### config.mk
export PLATFORM = sky130hd
export DESIGN_NAME = cfg_smbus_slave
export DESIGN_NICKNAME = d
export VERILOG_FILES = /design/src/rtl/cfg_smbus_pkg.sv /design/src/rtl/bus_sync.sv /design/src/rtl/cfg_regfile.sv /design/src/rtl/cfg_smbus_slave.sv
export SDC_FILE = /design/constraint.sdc
export NUM_CORES = 1
export LEC_CHECK = 0
export ABC_AREA = 1
export CORE_ASPECT_RATIO = 0.9
export CORE_UTILIZATION = 50
export CTS_CLUSTER_DIAMETER = 50
export DETAILED_ROUTE_END_ITERATION = 12
export DONT_BUFFER_PORTS = 1
export HOLD_SLACK_MARGIN = 0.03
export MAX_ROUTING_LAYER = met4
export PLACE_DENSITY = 0.61
export SYNTH_ARGS = -nofsm -noshare
export SYNTH_HDL_FRONTEND = slang
export SYNTH_SLANG_ARGS = --single-unit
export TNS_END_PERCENT = 10
### constraint.sdc
create_clock -name clk_i -period 3.9 [get_ports clk_i]
set_clock_uncertainty 0.15 [all_clocks]
set_input_delay 0.78 -clock clk_i [delete_from_list [all_inputs] [get_ports clk_i]]
set_output_delay 0.78 -clock clk_i [all_outputs]
set_load 0.005 [all_outputs]
### src/rtl/cfg_smbus_pkg.sv
package cfg_smbus_pkg;
  typedef enum logic [2:0] {
    ST_IDLE, ST_RX, ST_RXW, ST_ACK, ST_TX, ST_TXA, ST_TXN
  } st_e;

  typedef enum logic [1:0] {
    PH_ADDR, PH_CMD, PH_CNT, PH_DATA
  } ph_e;
endpackage

### src/rtl/bus_sync.sv
module bus_sync #(
  parameter int unsigned STAGES = 2
) (
  input  logic clk_i,
  input  logic rst_ni,
  input  logic scl_i,
  input  logic sda_i,
  output logic scl_o,
  output logic sda_o,
  output logic scl_rise_o,
  output logic scl_fall_o,
  output logic start_o,
  output logic stop_o
);
  logic [STAGES-1:0] scl_ff, sda_ff;
  logic scl_q, sda_q;

  always_ff @(posedge clk_i or negedge rst_ni) begin
    if (!rst_ni) begin
      scl_ff <= '1;
      sda_ff <= '1;
      scl_q  <= 1'b1;
      sda_q  <= 1'b1;
    end else begin
      scl_ff <= {scl_ff[STAGES-2:0], scl_i};
      sda_ff <= {sda_ff[STAGES-2:0], sda_i};
      scl_q  <= scl_ff[STAGES-1];
      sda_q  <= sda_ff[STAGES-1];
    end
  end

  assign scl_o      = scl_ff[STAGES-1];
  assign sda_o      = sda_ff[STAGES-1];
  assign scl_rise_o = scl_o & ~scl_q;
  assign scl_fall_o = ~scl_o & scl_q;
  // SDA edge while SCL held high
  assign start_o    = scl_o & scl_q & sda_q & ~sda_o;
  assign stop_o     = scl_o & scl_q & ~sda_q & sda_o;
endmodule

### src/rtl/cfg_regfile.sv
module cfg_regfile #(
  parameter int unsigned N_REGS    = 21,
  parameter int unsigned ID_IDX    = 7,
  parameter logic [7:0]  ID_RESET  = 8'h20,
  parameter int unsigned CNT_IDX   = 8,
  parameter logic [7:0]  CNT_RESET = 8'h08,
  parameter int unsigned PAIR_BASE = 11,
  parameter int unsigned N_PAIRS   = 2
) (
  input  logic                    clk_i,
  input  logic                    rst_ni,
  input  logic                    wr_en_i,
  input  logic [$clog2(N_REGS)-1:0] wr_idx_i,
  input  logic [7:0]              wr_data_i,
  input  logic                    clr_i,
  input  logic                    commit_i,
  input  logic [7:0]              rd_idx_i,
  output logic [7:0]              rd_data_o,
  output logic [N_REGS*8-1:0]     regs_o
);
  localparam int unsigned IDX_W  = $clog2(N_REGS);
  localparam int unsigned SHD_N  = 2 * N_PAIRS;
  localparam int unsigned SLOT_W = (SHD_N > 1) ? $clog2(SHD_N) : 1;
  localparam logic [IDX_W-1:0] P_LO = IDX_W'(PAIR_BASE);
  localparam logic [IDX_W-1:0] P_HI = IDX_W'(PAIR_BASE + SHD_N);
  localparam logic [7:0] N_REGS_B = 8'(N_REGS);

  logic [7:0] mem [N_REGS];
  logic [7:0] shd [SHD_N];
  logic [SHD_N-1:0] shd_v;
  logic wr_pair;
  logic [SLOT_W-1:0] wr_slot;

  function automatic logic [7:0] rst_val(int unsigned i);
    if (i == ID_IDX)  return ID_RESET;
    if (i == CNT_IDX) return CNT_RESET;
    return 8'h00;
  endfunction

  always_comb begin
    wr_pair = (wr_idx_i >= P_LO) && (wr_idx_i < P_HI);
    wr_slot = SLOT_W'(wr_idx_i - P_LO);
  end

  always_ff @(posedge clk_i or negedge rst_ni) begin
    if (!rst_ni) begin
      for (int i = 0; i < N_REGS; i++) mem[i] <= rst_val(i);
      for (int s = 0; s < SHD_N; s++) shd[s] <= 8'h00;
      shd_v <= '0;
    end else begin
      if (clr_i) shd_v <= '0;
      if (wr_en_i) begin
        if (wr_pair) begin
          shd[wr_slot]   <= wr_data_i;
          shd_v[wr_slot] <= 1'b1;
        end else begin
          mem[wr_idx_i] <= wr_data_i;
        end
      end
      if (commit_i) begin
        for (int p = 0; p < N_PAIRS; p++) begin
          if (shd_v[2*p] && shd_v[2*p+1]) begin
            mem[PAIR_BASE+2*p]   <= shd[2*p];
            mem[PAIR_BASE+2*p+1] <= shd[2*p+1];
          end
        end
        shd_v <= '0;
      end
    end
  end

  assign rd_data_o = (rd_idx_i < N_REGS_B) ? mem[rd_idx_i[IDX_W-1:0]] : 8'hFF;

  for (genvar g = 0; g < N_REGS; g++) begin : g_out
    assign regs_o[g*8 +: 8] = mem[g];
  end
endmodule

### src/rtl/cfg_smbus_slave.sv
module cfg_smbus_slave
  import cfg_smbus_pkg::*;
#(
  parameter int unsigned N_REGS      = 21,
  parameter logic [7:0]  WR_ADDR     = 8'hD2,
  parameter int unsigned SYNC_STAGES = 2,
  parameter int unsigned ID_IDX      = 7,
  parameter logic [7:0]  ID_RESET    = 8'h20,
  parameter int unsigned CNT_IDX     = 8,
  parameter logic [7:0]  CNT_RESET   = 8'h08,
  parameter int unsigned DIV_IDX     = 11,
  parameter int unsigned N_PAIRS     = 2
) (
  input  logic                clk_i,
  input  logic                rst_ni,
  input  logic                scl_i,
  input  logic                sda_i,
  output logic                sda_oe_o,
  output logic [N_REGS*8-1:0] regs_o,
  output logic [9:0]          fb_div_o,
  output logic [7:0]          ref_div_o
);
  localparam logic [7:0] RD_ADDR = WR_ADDR | 8'h01;
  localparam int unsigned IDX_W = $clog2(N_REGS);
  localparam logic [7:0] N_REGS_B = 8'(N_REGS);

  logic scl_s, sda_s, scl_rise, scl_fall, start_det, stop_det;
  st_e  st;
  ph_e  ph;
  logic [2:0] bit_cnt;
  logic [7:0] sh, idx, idx_nxt, rd_data, cnt_raw, cnt_byte, div_lo, div_hi;
  logic is_rd, wr_en;

  bus_sync #(.STAGES(SYNC_STAGES)) u_sync (
    .clk_i, .rst_ni, .scl_i, .sda_i,
    .scl_o(scl_s), .sda_o(sda_s), .scl_rise_o(scl_rise), .scl_fall_o(scl_fall),
    .start_o(start_det), .stop_o(stop_det)
  );

  assign wr_en = (st == ST_RXW) && scl_fall && (ph == PH_DATA) && (idx < N_REGS_B)
                 && !start_det && !stop_det;

  cfg_regfile #(
    .N_REGS(N_REGS), .ID_IDX(ID_IDX), .ID_RESET(ID_RESET), .CNT_IDX(CNT_IDX),
    .CNT_RESET(CNT_RESET), .PAIR_BASE(DIV_IDX), .N_PAIRS(N_PAIRS)
  ) u_rf (
    .clk_i, .rst_ni,
    .wr_en_i(wr_en), .wr_idx_i(idx[IDX_W-1:0]), .wr_data_i(sh),
    .clr_i(start_det), .commit_i(stop_det),
    .rd_idx_i(idx), .rd_data_o(rd_data), .regs_o
  );

  assign cnt_raw  = regs_o[CNT_IDX*8 +: 8];
  assign cnt_byte = (cnt_raw == 8'h00) ? 8'h01 : cnt_raw;
  assign div_lo   = regs_o[DIV_IDX*8 +: 8];
  assign div_hi   = regs_o[(DIV_IDX+1)*8 +: 8];
  assign fb_div_o  = {1'b0, div_hi, div_lo[7]} + 10'd8;
  assign ref_div_o = {1'b0, div_lo[6:0]} + 8'd2;
  assign idx_nxt   = (idx == 8'hFF) ? idx : idx + 8'd1;

  always_ff @(posedge clk_i or negedge rst_ni) begin
    if (!rst_ni) begin
      st <= ST_IDLE; ph <= PH_ADDR; bit_cnt <= '0; sh <= '0;
      idx <= '0; is_rd <= 1'b0; sda_oe_o <= 1'b0;
    end else if (stop_det) begin
      st <= ST_IDLE; sda_oe_o <= 1'b0;
    end else if (start_det) begin
      st <= ST_RX; ph <= PH_ADDR; bit_cnt <= '0; is_rd <= 1'b0; sda_oe_o <= 1'b0;
    end else begin
      unique case (st)
        ST_RX: if (scl_rise) begin
          sh <= {sh[6:0], sda_s};
          bit_cnt <= bit_cnt + 3'd1;
          if (bit_cnt == 3'd7) st <= ST_RXW;
        end
        ST_RXW: if (scl_fall) begin
          st <= ST_ACK;
          sda_oe_o <= 1'b1;
          unique case (ph)
            PH_ADDR: begin
              if (sh == WR_ADDR) ph <= PH_CMD;
              else if (sh == RD_ADDR) is_rd <= 1'b1;
              else begin st <= ST_IDLE; sda_oe_o <= 1'b0; end
            end
            PH_CMD:  ph <= PH_CNT;
            PH_CNT:  begin ph <= PH_DATA; idx <= '0; end
            PH_DATA: idx <= idx_nxt;
          endcase
        end
        ST_ACK: if (scl_fall) begin
          bit_cnt <= '0;
          if (is_rd) begin
            sh <= cnt_byte; sda_oe_o <= ~cnt_byte[7]; idx <= '0; st <= ST_TX;
          end else begin
            sda_oe_o <= 1'b0; st <= ST_RX;
          end
        end
        ST_TX: if (scl_fall) begin
          if (bit_cnt == 3'd7) begin
            sda_oe_o <= 1'b0; st <= ST_TXA;
          end else begin
            sh <= {sh[6:0], 1'b0}; sda_oe_o <= ~sh[6]; bit_cnt <= bit_cnt + 3'd1;
          end
        end
        ST_TXA: if (scl_rise) st <= sda_s ? ST_IDLE : ST_TXN;
        ST_TXN: if (scl_fall) begin
          sh <= rd_data; sda_oe_o <= ~rd_data[7]; bit_cnt <= '0;
          idx <= idx_nxt; st <= ST_TX;
        end
        default: ;
      endcase
    end
  end
endmodule

==> out/metrics.cfg, run 1 <==
[power]
power.leakage_nw=6.87
peakVddDrop_mv=0.341
p_per_area_nw_per_um2=595

[clocking]
cts_inserted_buffers=34
clock_path_buffers=3
clk_latency_ns=0.50
clkTransAtPathRegs_ns=0.06
htree_levels=2
post_cts_resized=0
cts.sinks=236
cts_setup_buffers=0
cts_tree=yes
cts-root-buf=clkbuf_16

[drt]
via_per_inst=5.44
drc=0
via_count=11300
initialDrtViolationCount=1145
wl_per_cell_um=19.2
ant_nets=0
firstDrtPassIters=5
wl_um=39900

[yosys]
yosys_warnings=0
synth_edf_count=0
ys_ff_latch=236
synthDistinctLibCells=33
avgSynthCellArea_um2=7.19
async_reset_ff_share_pct=100
syn_inst=1753
synth_area_um2=12600
synth_ff_type=dfrtp_1
yosysSeqAreaShare_pct=46.9
syn_nets=1772

[run]
drv_cap=0

[run_status]
status=finished, violations left
violations=hold timing

[die]
dieArea_um2=25900
rows=54
start_util_pct=51.4
design.core.area_um2=24500
die_y_um=153
die_w_um=169
ios=191

[critical_path]
critical_path_class=flip-flop to flip-flop
r2r-start=idx[1]
startpoint_type=flip-flop
crit_path_end_kind=flip-flop
reg2reg_depth=11
cp-startpoint=idx[1]
arrival_ns=3.16
crit_fanout=16
cp.required_ns=4.14

[placement]
port_buffers=0
pre_cts_slack_ns=1.05
hpwl_um=27000
placed_cell_area_um2=12800
place.gp.congestion=0.913

[global_routing]
gr-usage-all-layers_pct=32.6
grt_max_degree=237
grt_pass1_vias=10600
grt_pass1_wl_um=62800
antenna_found_initial=0
grt-ovfl-total=0

[final_layout]
layout_commonest_cell=nand2_1
final_cell_mix=nand2_1 (643), dfrtp_1 (227), inv_1 (181), o21ai_1 (135), o21ai_0 (130)
n_antenna_cell=0
areaGrowthSynthToFinish_pct=10.1
final_net_count=1733
drive_gt1_share_pct=7.02
final_cell_area_um2=13900

[sta]
fmax_mhz=343
maxSlewViolCount=0
maxSlewHeadroom_pct=39.1
period_needed_ns=2.92
worst_slack_ns=0.983
finalSetupTns_ns=0
hold_violations=228
setup_viol=0
period_share_pct=74.8
worst_slew_pin_slew_ns=0.913
holdWs_ns=-0.173
rsz0062_at_grt=false

[min_path]
hold_path_class=input pin to async pin

-- cell usage after synthesis, types with 8 or more instances --
cell / n / area [µm²]
nand2_1: 643 / 2410
dfrtp_1: 228 / 5710
inv_1: 182 / 683
o21ai_1: 135 / 676
o21ai_0: 130 / 651
nand3_1: 108 / 541
nor2_1: 97 / 364
clkbuf_1: 51 / 191
buf_2: 35 / 175
a21oi_1: 20 / 100
nand2_2: 16 / 100
ha_1: 15 / 188
nor3_1: 14 / 70.1
nand4_1: 13 / 81.3
dfstp_2: 8 / 210
xor2_1: 8 / 70.1
-- logic make-up (layout without fill, tap and decap cells) --
kind of cell             after synthesis  after routing  share of synthesized area (%)
XOR/XNOR                               9              9                          0.625
flip-flops                           236            236                           46.9
AND/OR/NAND/NOR                      911            911                           29.9
buffers and inverters                282            267                           8.92
adder cells (fa/ha/maj)               15             15                           1.49
AO/OA/AOI/OAI                        300            300                           12.1
-- path summary, 6_finish.rpt --
path | to | slack (ns)
setup / recovery | u_rf.shd[14] | 0.98
hold / removal | u_rf.regs_o[149] | -0.17
setup reg to reg | u_rf.shd[14] | 0.98
hold reg to reg | u_sync.sda_ff[1] | 0.21
max in group asynchronous | u_sync.scl_ff[1] | 3.28
min in group clk_i | u_sync.sda_ff[0] | 0.13
-- worst max-delay path: stages, from the launching register on --
cell,delay (ns)
dfrtp_1,0.63
ha_1,0.43
inv_1,0.16
nand2_1,0.10
nand2_1,0.05
nand2_1,0.05
nand2_1,0.12
inv_1,0.19
nand2_2,0.17
nor2_2,0.53
nand2_1,0.10
o21a_1,0.13
-- stage by stage --
step	total power [W]	cells	hold WS, ns	utilization (%)
after floorplan	0.00433	1753	0.195	-
after global placement	0.00516	2014	0.206	52.0
after detailed placement	0.00517	2014	0.201	52.0
after CTS	0.00827	2074	-0.184	56.6
after global routing	0.00868	2074	-0.187	56.6
final	0.00827	2074	-0.173	56.6
-- final cells by class --
type                       instances  area, µm²
fill                            2362      10600
sequential                       236       5920
multi-input combinational       1235       5570
clock buffer                      44        920
inverter                         187        702
tap                              336        420
clock inverter                    16        210
timing repair buffer              20        150
-- report_power, final --
group	switching (W)	internal [W]	leakage [nW]	total (W)
logic	0.00176	0.000591	3.10	0.00235
clock network	0.00113	0.00194	0.542	0.00308
registers	0.000273	0.00257	3.23	0.00284
-- registers in the layout, summed over array words and instances, names as in the netlist --
name	cells
u_sync.sda_ff	2
u_sync.sda_q	1
is_rd	1
u_rf.shd	32
u_sync.scl_q	1
st	3
u_rf.regs_o	168
u_rf.shd_v	4
sh	8
ph	2
sda_oe_o	1
u_sync.scl_ff	2
bit_cnt	3
idx	8
-- routing by layer --
layer  vias to the layer above  routed length, µm  global-route usage [%]
met1                      5326              18100                    46.5
met2                       452              17300                    46.7
met4                         0                748                    7.42
met5                         -                  0                       -
met3                        56               3720                    7.87
li1                       5450                  -                       -
(Power assumes the default switching activity.)
==> inputs of run 2 (changes only) <==
--- a/config.mk
+++ b/config.mk
@@ -5,7 +5,7 @@
 export SDC_FILE = /design/constraint.sdc
 export NUM_CORES = 1
 export LEC_CHECK = 0
-export ABC_AREA = 1
+export ABC_AREA = 0
 export CORE_ASPECT_RATIO = 0.9
 export CORE_UTILIZATION = 50
 export CTS_CLUSTER_DIAMETER = 50
==> constraint.sdc (replaced) <==
create_clock -name clk_i -period 2.9 [get_ports clk_i]
set_clock_uncertainty 0.15 [all_clocks]
set_input_delay 0.58 -clock clk_i [delete_from_list [all_inputs] [get_ports clk_i]]
set_output_delay 0.58 -clock clk_i [all_outputs]
set_load 0.005 [all_outputs]
==> out/metrics.cfg, run 2 <==
[die]
design.core.area_um2=22600  ; -7.9%
ios=191  ; unchanged
die_y_um=146  ; -4.2%
dieArea_um2=23700  ; -8.2%
start_util_pct=51.2  ; -0.22 points
rows=52  ; -3.7%
die_w_um=162  ; -4.2%

[run_status]
status=finished, violations left
violations=hold timing

[final_layout]
final_cell_area_um2=13100  ; -5.7%
n_antenna_cell=0  ; unchanged
drive_gt1_share_pct=34.9  ; +28 points
final_net_count=977  ; -44%
largest_reg_flops=168  ; unchanged
areaGrowthSynthToFinish_pct=13.3
final_cell_mix=dfrtp_1 (226), mux2_2 (176), nand2_1 (83), buf_4 (52), mux2i_1 (42)
postLayoutCoreUtil_pct=58.0  ; +1.4 points
layout_commonest_cell=dfrtp_1

[sta]
maxSlewViolCount=0  ; unchanged
hold_violations=233  ; +2.2%
rsz0062_at_grt=true
period_share_pct=93.4  ; +19 points
worst_slew_pin_slew_ns=0.813  ; -0.0999 ns
period_needed_ns=2.71  ; -0.210 ns
fmax_mhz=369  ; +7.7%
setup_viol=0  ; unchanged
finalSetupTns_ns=0  ; unchanged
holdWs_ns=-0.415  ; -0.241 ns
maxSlewHeadroom_pct=45.8  ; +6.7 points

[critical_path]
cp.required_ns=3.22  ; -0.92 ns
max_stage_delay_ns=0.54  ; -0.09 ns
critPathBufInv=2  ; unchanged
cp_cell_sequence=buf_4 > nor4bb_1 > buf_4 > a221oi_1 > o2bb2ai_1 > nor4_1 > a221oi_1 > o22ai_1
startpoint_type=flip-flop
cp_top_family=compound AO/OA/AOI/OAI gates
crit_fanout=13  ; -3
crit_path_end_kind=flip-flop
critical_path_class=flip-flop to flip-flop
arrival_ns=3.02  ; -0.14 ns
crit_slowest_cell=dfrtp_1

[yosys]
synth_area_um2=11600  ; -8.3%
syn_inst=929  ; -47%
ys_ff_latch=236  ; unchanged
async_reset_ff_share_pct=100  ; unchanged
avgSynthCellArea_um2=12.4  ; +73%
post-synth-top-count-cell=dfrtp_1
synth_edf_count=0  ; unchanged
synth_ff_type=dfrtp_1
synth.top_cell.area_share_pct=49.4  ; +4.1 points
synth.largest_area_cell=dfrtp_1
synthDistinctLibCells=64  ; +94%
ys_top_cells_by_area=dfrtp_1 (49%), mux2_2 (17%), mux4_2 (5.3%)
yosysSeqAreaShare_pct=51.2  ; +4.3 points
synth_top_cells_by_count=dfrtp_1 (228), mux2_2 (176), nand2_1 (83)
yosys_warnings=0  ; unchanged
syn_nets=948  ; -47%

[min_path]
hold_path_class=input pin to async pin

[drt]
firstDrtPassIters=5  ; unchanged
wl_per_cell_um=27.7  ; +44%
initialDrtViolationCount=711  ; -38%
dr_wl_met3_um=3460  ; -7.1%
top_layer_used=met4
wl_um=35500  ; -11%
met1_length_um=14600  ; -19%
ant_nets=0  ; unchanged
via_count=8140  ; -28%
wl_met2_um=16300  ; -6.2%
via_per_inst=6.37  ; +17%
drc=0  ; unchanged

[clocking]
cts-root-buf=clkbuf_16
cts_inserted_buffers=29  ; -15%
cts.sinks=236  ; unchanged
clock_path_buffers=3  ; unchanged
htree_levels=1  ; -1
clkTransAtPathRegs_ns=0.06  ; about the same
clk_latency_ns=0.56  ; +0.06 ns
cts-hold-fix-buffers=2
cts_tree=yes

[power]
finalPower_w=0.00956  ; +16%
pwr-share-seq_pct=38.9  ; +4.5 points
p_comb_share_pct=22.9  ; -5.5 points
p_sw_share_pct=32.8  ; -5.5 points
p_per_area_nw_per_um2=730  ; +23%
p_sw_w=0.00313  ; -1.1%
peakVddDrop_mv=0.514  ; +50%
internal-power_w=0.00643  ; +26%
power.leakage_nw=6.30  ; -8.3%
clkPwrFrac_pct=38.2  ; +1.0 points

[placement]
port_buffers=0  ; unchanged
place.gp.congestion=0.987  ; +8.1%
hpwl_um=24800  ; -8.1%
placed_cell_area_um2=12100  ; -5.3%

[global_routing]
grt_max_degree=237  ; unchanged
gr-usage-all-layers_pct=31.2  ; -1.4 points
grt-ovfl-total=0  ; unchanged
grt_pass1_vias=8212  ; -23%
antenna_found_initial=0  ; unchanged
grt_pass1_wl_um=53400  ; -15%

[run]
drv_cap=0  ; unchanged

-- run 2: path summary, 6_finish.rpt --
kind | start | end | slack (ns) | cells past startpoint
worst min register to register | u_sync.scl_ff[0] | u_sync.scl_ff[1] | 0.21 | 0
min in group clk_i | u_sync.scl_ff[0] | u_sync.scl_ff[1] | 0.21 | 0
worst max-delay path | idx[3] | sda_oe_o | 0.19 | 8
worst max register to register | idx[3] | sda_oe_o | 0.19 | 8
max in group asynchronous | rst_ni | ph[1] | 2.38 | 0
worst min-delay path | rst_ni | bit_cnt[2] | -0.41 | 0
-- run 2: layer usage --
metal,up-vias,track usage [%]
met5,-,-
met4,0,9.62
met3,83,9.38
met2,375,46.3
met1,4217,41.1
li1,3465,-
-- run 2: worst reg2reg max path: stages, from the launching register on --
cell	delay, ns
dfrtp_1	0.54
buf_4	0.27
nor4bb_1	0.15
buf_4	0.19
a221oi_1	0.45
o2bb2ai_1	0.13
nor4_1	0.45
a221oi_1	0.16
o22ai_1	0.13
-- run 2: cells by family after synthesis --
kind of cell	synth area share (%)
DFF	51.2
muxes	26.4
and+or+nand+nor	9.15
adders and majority gates	1.62
buffers and inverters	3.15
xor gates and xnor gates	1.06
AOI/OAI and AO/OA	7.40
-- run 2: final cells by class --
cell class,count,area (µm²)
Sequential cell,236,5920
Tap cell,297,372
Timing Repair Buffer,56,450
Inverter,22,82.6
Multi-Input combinational cell,613,5300
Fill cell,1861,9480
Clock buffer,39,813
Clock inverter,15,163
-- run 2: metrics by stage --
step                setup WS [ns]  instances
floorplan                  0.0654        929
global placement            0.267       1220
detailed placement          0.144       1220
CTS                         0.125       1276
global route             -0.00310       1278
finish                      0.192       1278
-- run 2: what timing repair did --
action / CTS / global route
gates resized for setup: 0 / 1
endpoints found under the hold margin: 238 / 236
endpoints found under the setup margin: 0 / 15
setup buffers: 0 / 2
-- run 2: power groups by stage --
stage / Combinational [W] / Sequential (W) / Clock (W)
3_3_place_gp: 0.00212 / 0.00376 / 0
6_report: 0.00219 / 0.00372 / 0.00365
2_1_floorplan: 0.00155 / 0.00363 / 0
5_1_grt: 0.00236 / 0.00373 / 0.00385
3_5_place_dp: 0.00216 / 0.00377 / 0
4_1_cts: 0.00218 / 0.00371 / 0.00370
==> inputs of run 3 (changes only) <==
--- a/config.mk
+++ b/config.mk
@@ -13,8 +13,8 @@
 export DONT_BUFFER_PORTS = 1
 export HOLD_SLACK_MARGIN = 0.03
 export MAX_ROUTING_LAYER = met4
-export PLACE_DENSITY = 0.61
+export PLACE_DENSITY = 0.65
 export SYNTH_ARGS = -nofsm -noshare
 export SYNTH_HDL_FRONTEND = slang
 export SYNTH_SLANG_ARGS = --single-unit
-export TNS_END_PERCENT = 10
+export TNS_END_PERCENT = 20
==> constraint.sdc (replaced) <==
create_clock -name clk_i -period 2.6 [get_ports clk_i]
set_clock_uncertainty 0.15 [all_clocks]
set_input_delay 0.52 -clock clk_i [delete_from_list [all_inputs] [get_ports clk_i]]
set_output_delay 0.52 -clock clk_i [all_outputs]
set_load 0.005 [all_outputs]
==> out/metrics.cfg, run 3 (synthesis gave the netlist of run 2 again) <==
[drt]
initialDrtViolationCount=853  ; +20%
wl_per_cell_um=26.6  ; -4.0%
drc=0  ; unchanged
via_per_inst=6.32  ; -0.80%
ant_nets=0  ; unchanged
via_count=8176  ; +0.44%
firstDrtPassIters=5  ; unchanged
wl_um=34500  ; -2.8%

[sta]
fmax_mhz=384  ; +4.1%
maxSlewViolCount=0  ; unchanged
finalSetupTns_ns=-0.000789  ; -0.000789 ns
setup_viol=1  ; +1
hold_violations=230  ; -1.3%
period_needed_ns=2.60  ; -0.107 ns
worst_slack_ns=-0.000789  ; -0.193 ns
worst_slew_pin_slew_ns=0.805  ; -0.00818 ns
period_share_pct=100  ; +6.7 points
rsz0062_at_grt=true
holdWs_ns=-0.449  ; -0.0342 ns
maxSlewHeadroom_pct=46.3  ; +0.55 points

[run_status]
violations=hold timing, setup timing
status=finished, violations left

[critical_path]
crit_fanout=8  ; -5
arrival_ns=2.86  ; -0.16 ns
cp_cell_sequence=buf_4 > a211o_1 > nand3_1 > nand3_2 > buf_6 > nor3_2 > buf_4 > nand2_1 > mux2_2
crit_slowest_cell=dfrtp_2
critPathBufInv=3  ; +1
crit_path_end_kind=flip-flop
worst_path_most_repeated_cell=buf_4
cp.required_ns=2.86  ; -0.36 ns
max_stage_delay_ns=0.46  ; -0.08 ns
cp_top_family=simple AND/OR/NAND/NOR gates
critical_path_class=flip-flop to flip-flop
startpoint_type=flip-flop

[global_routing]
gr-usage-all-layers_pct=30.3  ; -0.88 points
grt_pass1_wl_um=51800  ; -2.9%
grt_pass1_vias=7899  ; -3.8%
grt-ovfl-total=0  ; unchanged
grt_max_degree=237  ; unchanged
antenna_found_initial=0  ; unchanged

[placement]
hpwl_um=24200  ; -2.7%
place.gp.congestion=0.941  ; -4.7%
dp.cells=1243  ; +1.9%
placed_cell_area_um2=12300  ; +1.6%
port_buffers=0  ; unchanged

[final_layout]
areaGrowthSynthToFinish_pct=13.9
final_cells=1294  ; +1.3%
n_antenna_cell=0  ; unchanged
drive_gt1_share_pct=35.8  ; +0.95 points
final_net_count=996  ; +1.9%
final_cell_area_um2=13200  ; +0.54%
final_cell_mix=dfrtp_1 (226), mux2_2 (176), nand2_1 (81), buf_4 (70), mux2i_1 (42)
largest_reg_flops=168  ; unchanged
layout_commonest_cell=dfrtp_1

[die]
die_y_um=146  ; unchanged
dieArea_um2=23700  ; unchanged
start_util_pct=51.2  ; unchanged
ios=191  ; unchanged
die_w_um=162  ; unchanged
design.core.area_um2=22600  ; unchanged
rows=52  ; unchanged

[run]
drv_cap=0  ; unchanged

[clocking]
cts_setup_buffers=0  ; unchanged
cts-root-buf=clkbuf_16
htree_levels=1  ; unchanged
cts.sinks=236  ; unchanged
clkTransAtPathRegs_ns=0.06  ; about the same
cts-hold-fix-buffers=2  ; unchanged
cts_inserted_buffers=27  ; -6.9%
clock_path_buffers=3  ; unchanged
clk_latency_ns=0.54  ; -0.02 ns
cts_tree=yes

[power]
power.leakage_nw=6.35  ; +0.91%
p_per_area_nw_per_um2=780  ; +6.9%
peakVddDrop_mv=0.632  ; +23%

[min_path]
hold_path_class=input pin to async pin

-- run 3: metal layers --
metal	vias to the layer above	track usage [%]	share of wire [%]
li1	3498	-	-
met1	4265	41.4	42
met2	359	44.6	46
met3	54	8.58	10
met4	0	7.45	2.1
met5	-	-	0
-- run 3: final cells by class --
| cell class | instances | area, µm² |
|---|---|---|
| clock buffers | 40 | 764 |
| clock inverters | 9 | 85.1 |
| fillers | 1855 | 9410 |
| inverters | 22 | 82.6 |
| multi-input cells | 613 | 5310 |
| flip-flops and latches | 236 | 5920 |
| well taps | 297 | 372 |
| repair buffers | 77 | 628 |
-- run 3: repair_timing --
| action | 4_1_cts | 5_1_grt |
|---|---|---|
| setup endpoints to repair | 0 | 95 |
| gates resized for setup | 0 | 5 |
| hold endpoints to repair | 238 | 236 |
-- run 3: final timing paths --
kind / from / to / slack [ns] / cells after the start
max in group asynchronous: rst_ni / idx[2] / 2.11 / 0
min in group clk_i: u_sync.scl_ff[0] / u_sync.scl_ff[1] / 0.21 / 0
hold reg to reg: u_sync.scl_ff[0] / u_sync.scl_ff[1] / 0.21 / 0
setup reg to reg: idx[1] / u_rf.regs_o[54] / -0.0008 / 9
setup / recovery: idx[1] / u_rf.regs_o[54] / -0.0008 / 9
hold / removal: rst_ni / st[2] / -0.45 / 0
-- run 3: power breakdown --
group          switching (W)  internal, W  total (W)
registers           0.000250      0.00387    0.00412
clock network        0.00151      0.00214    0.00365
logic                0.00157     0.000937    0.00251
total                0.00333      0.00695     0.0103
-- run 3: metrics by stage --
step           setup slack [ns]  utilization [%]  power, W
6_report              -0.000789             58.3    0.0103
5_1_grt                  -0.105             58.3    0.0107
4_1_cts                  0.0204             58.2    0.0103
3_5_place_dp             0.0454             54.4   0.00665
3_3_place_gp             0.0964             54.4   0.00663
2_1_floorplan           0.00679                -   0.00579
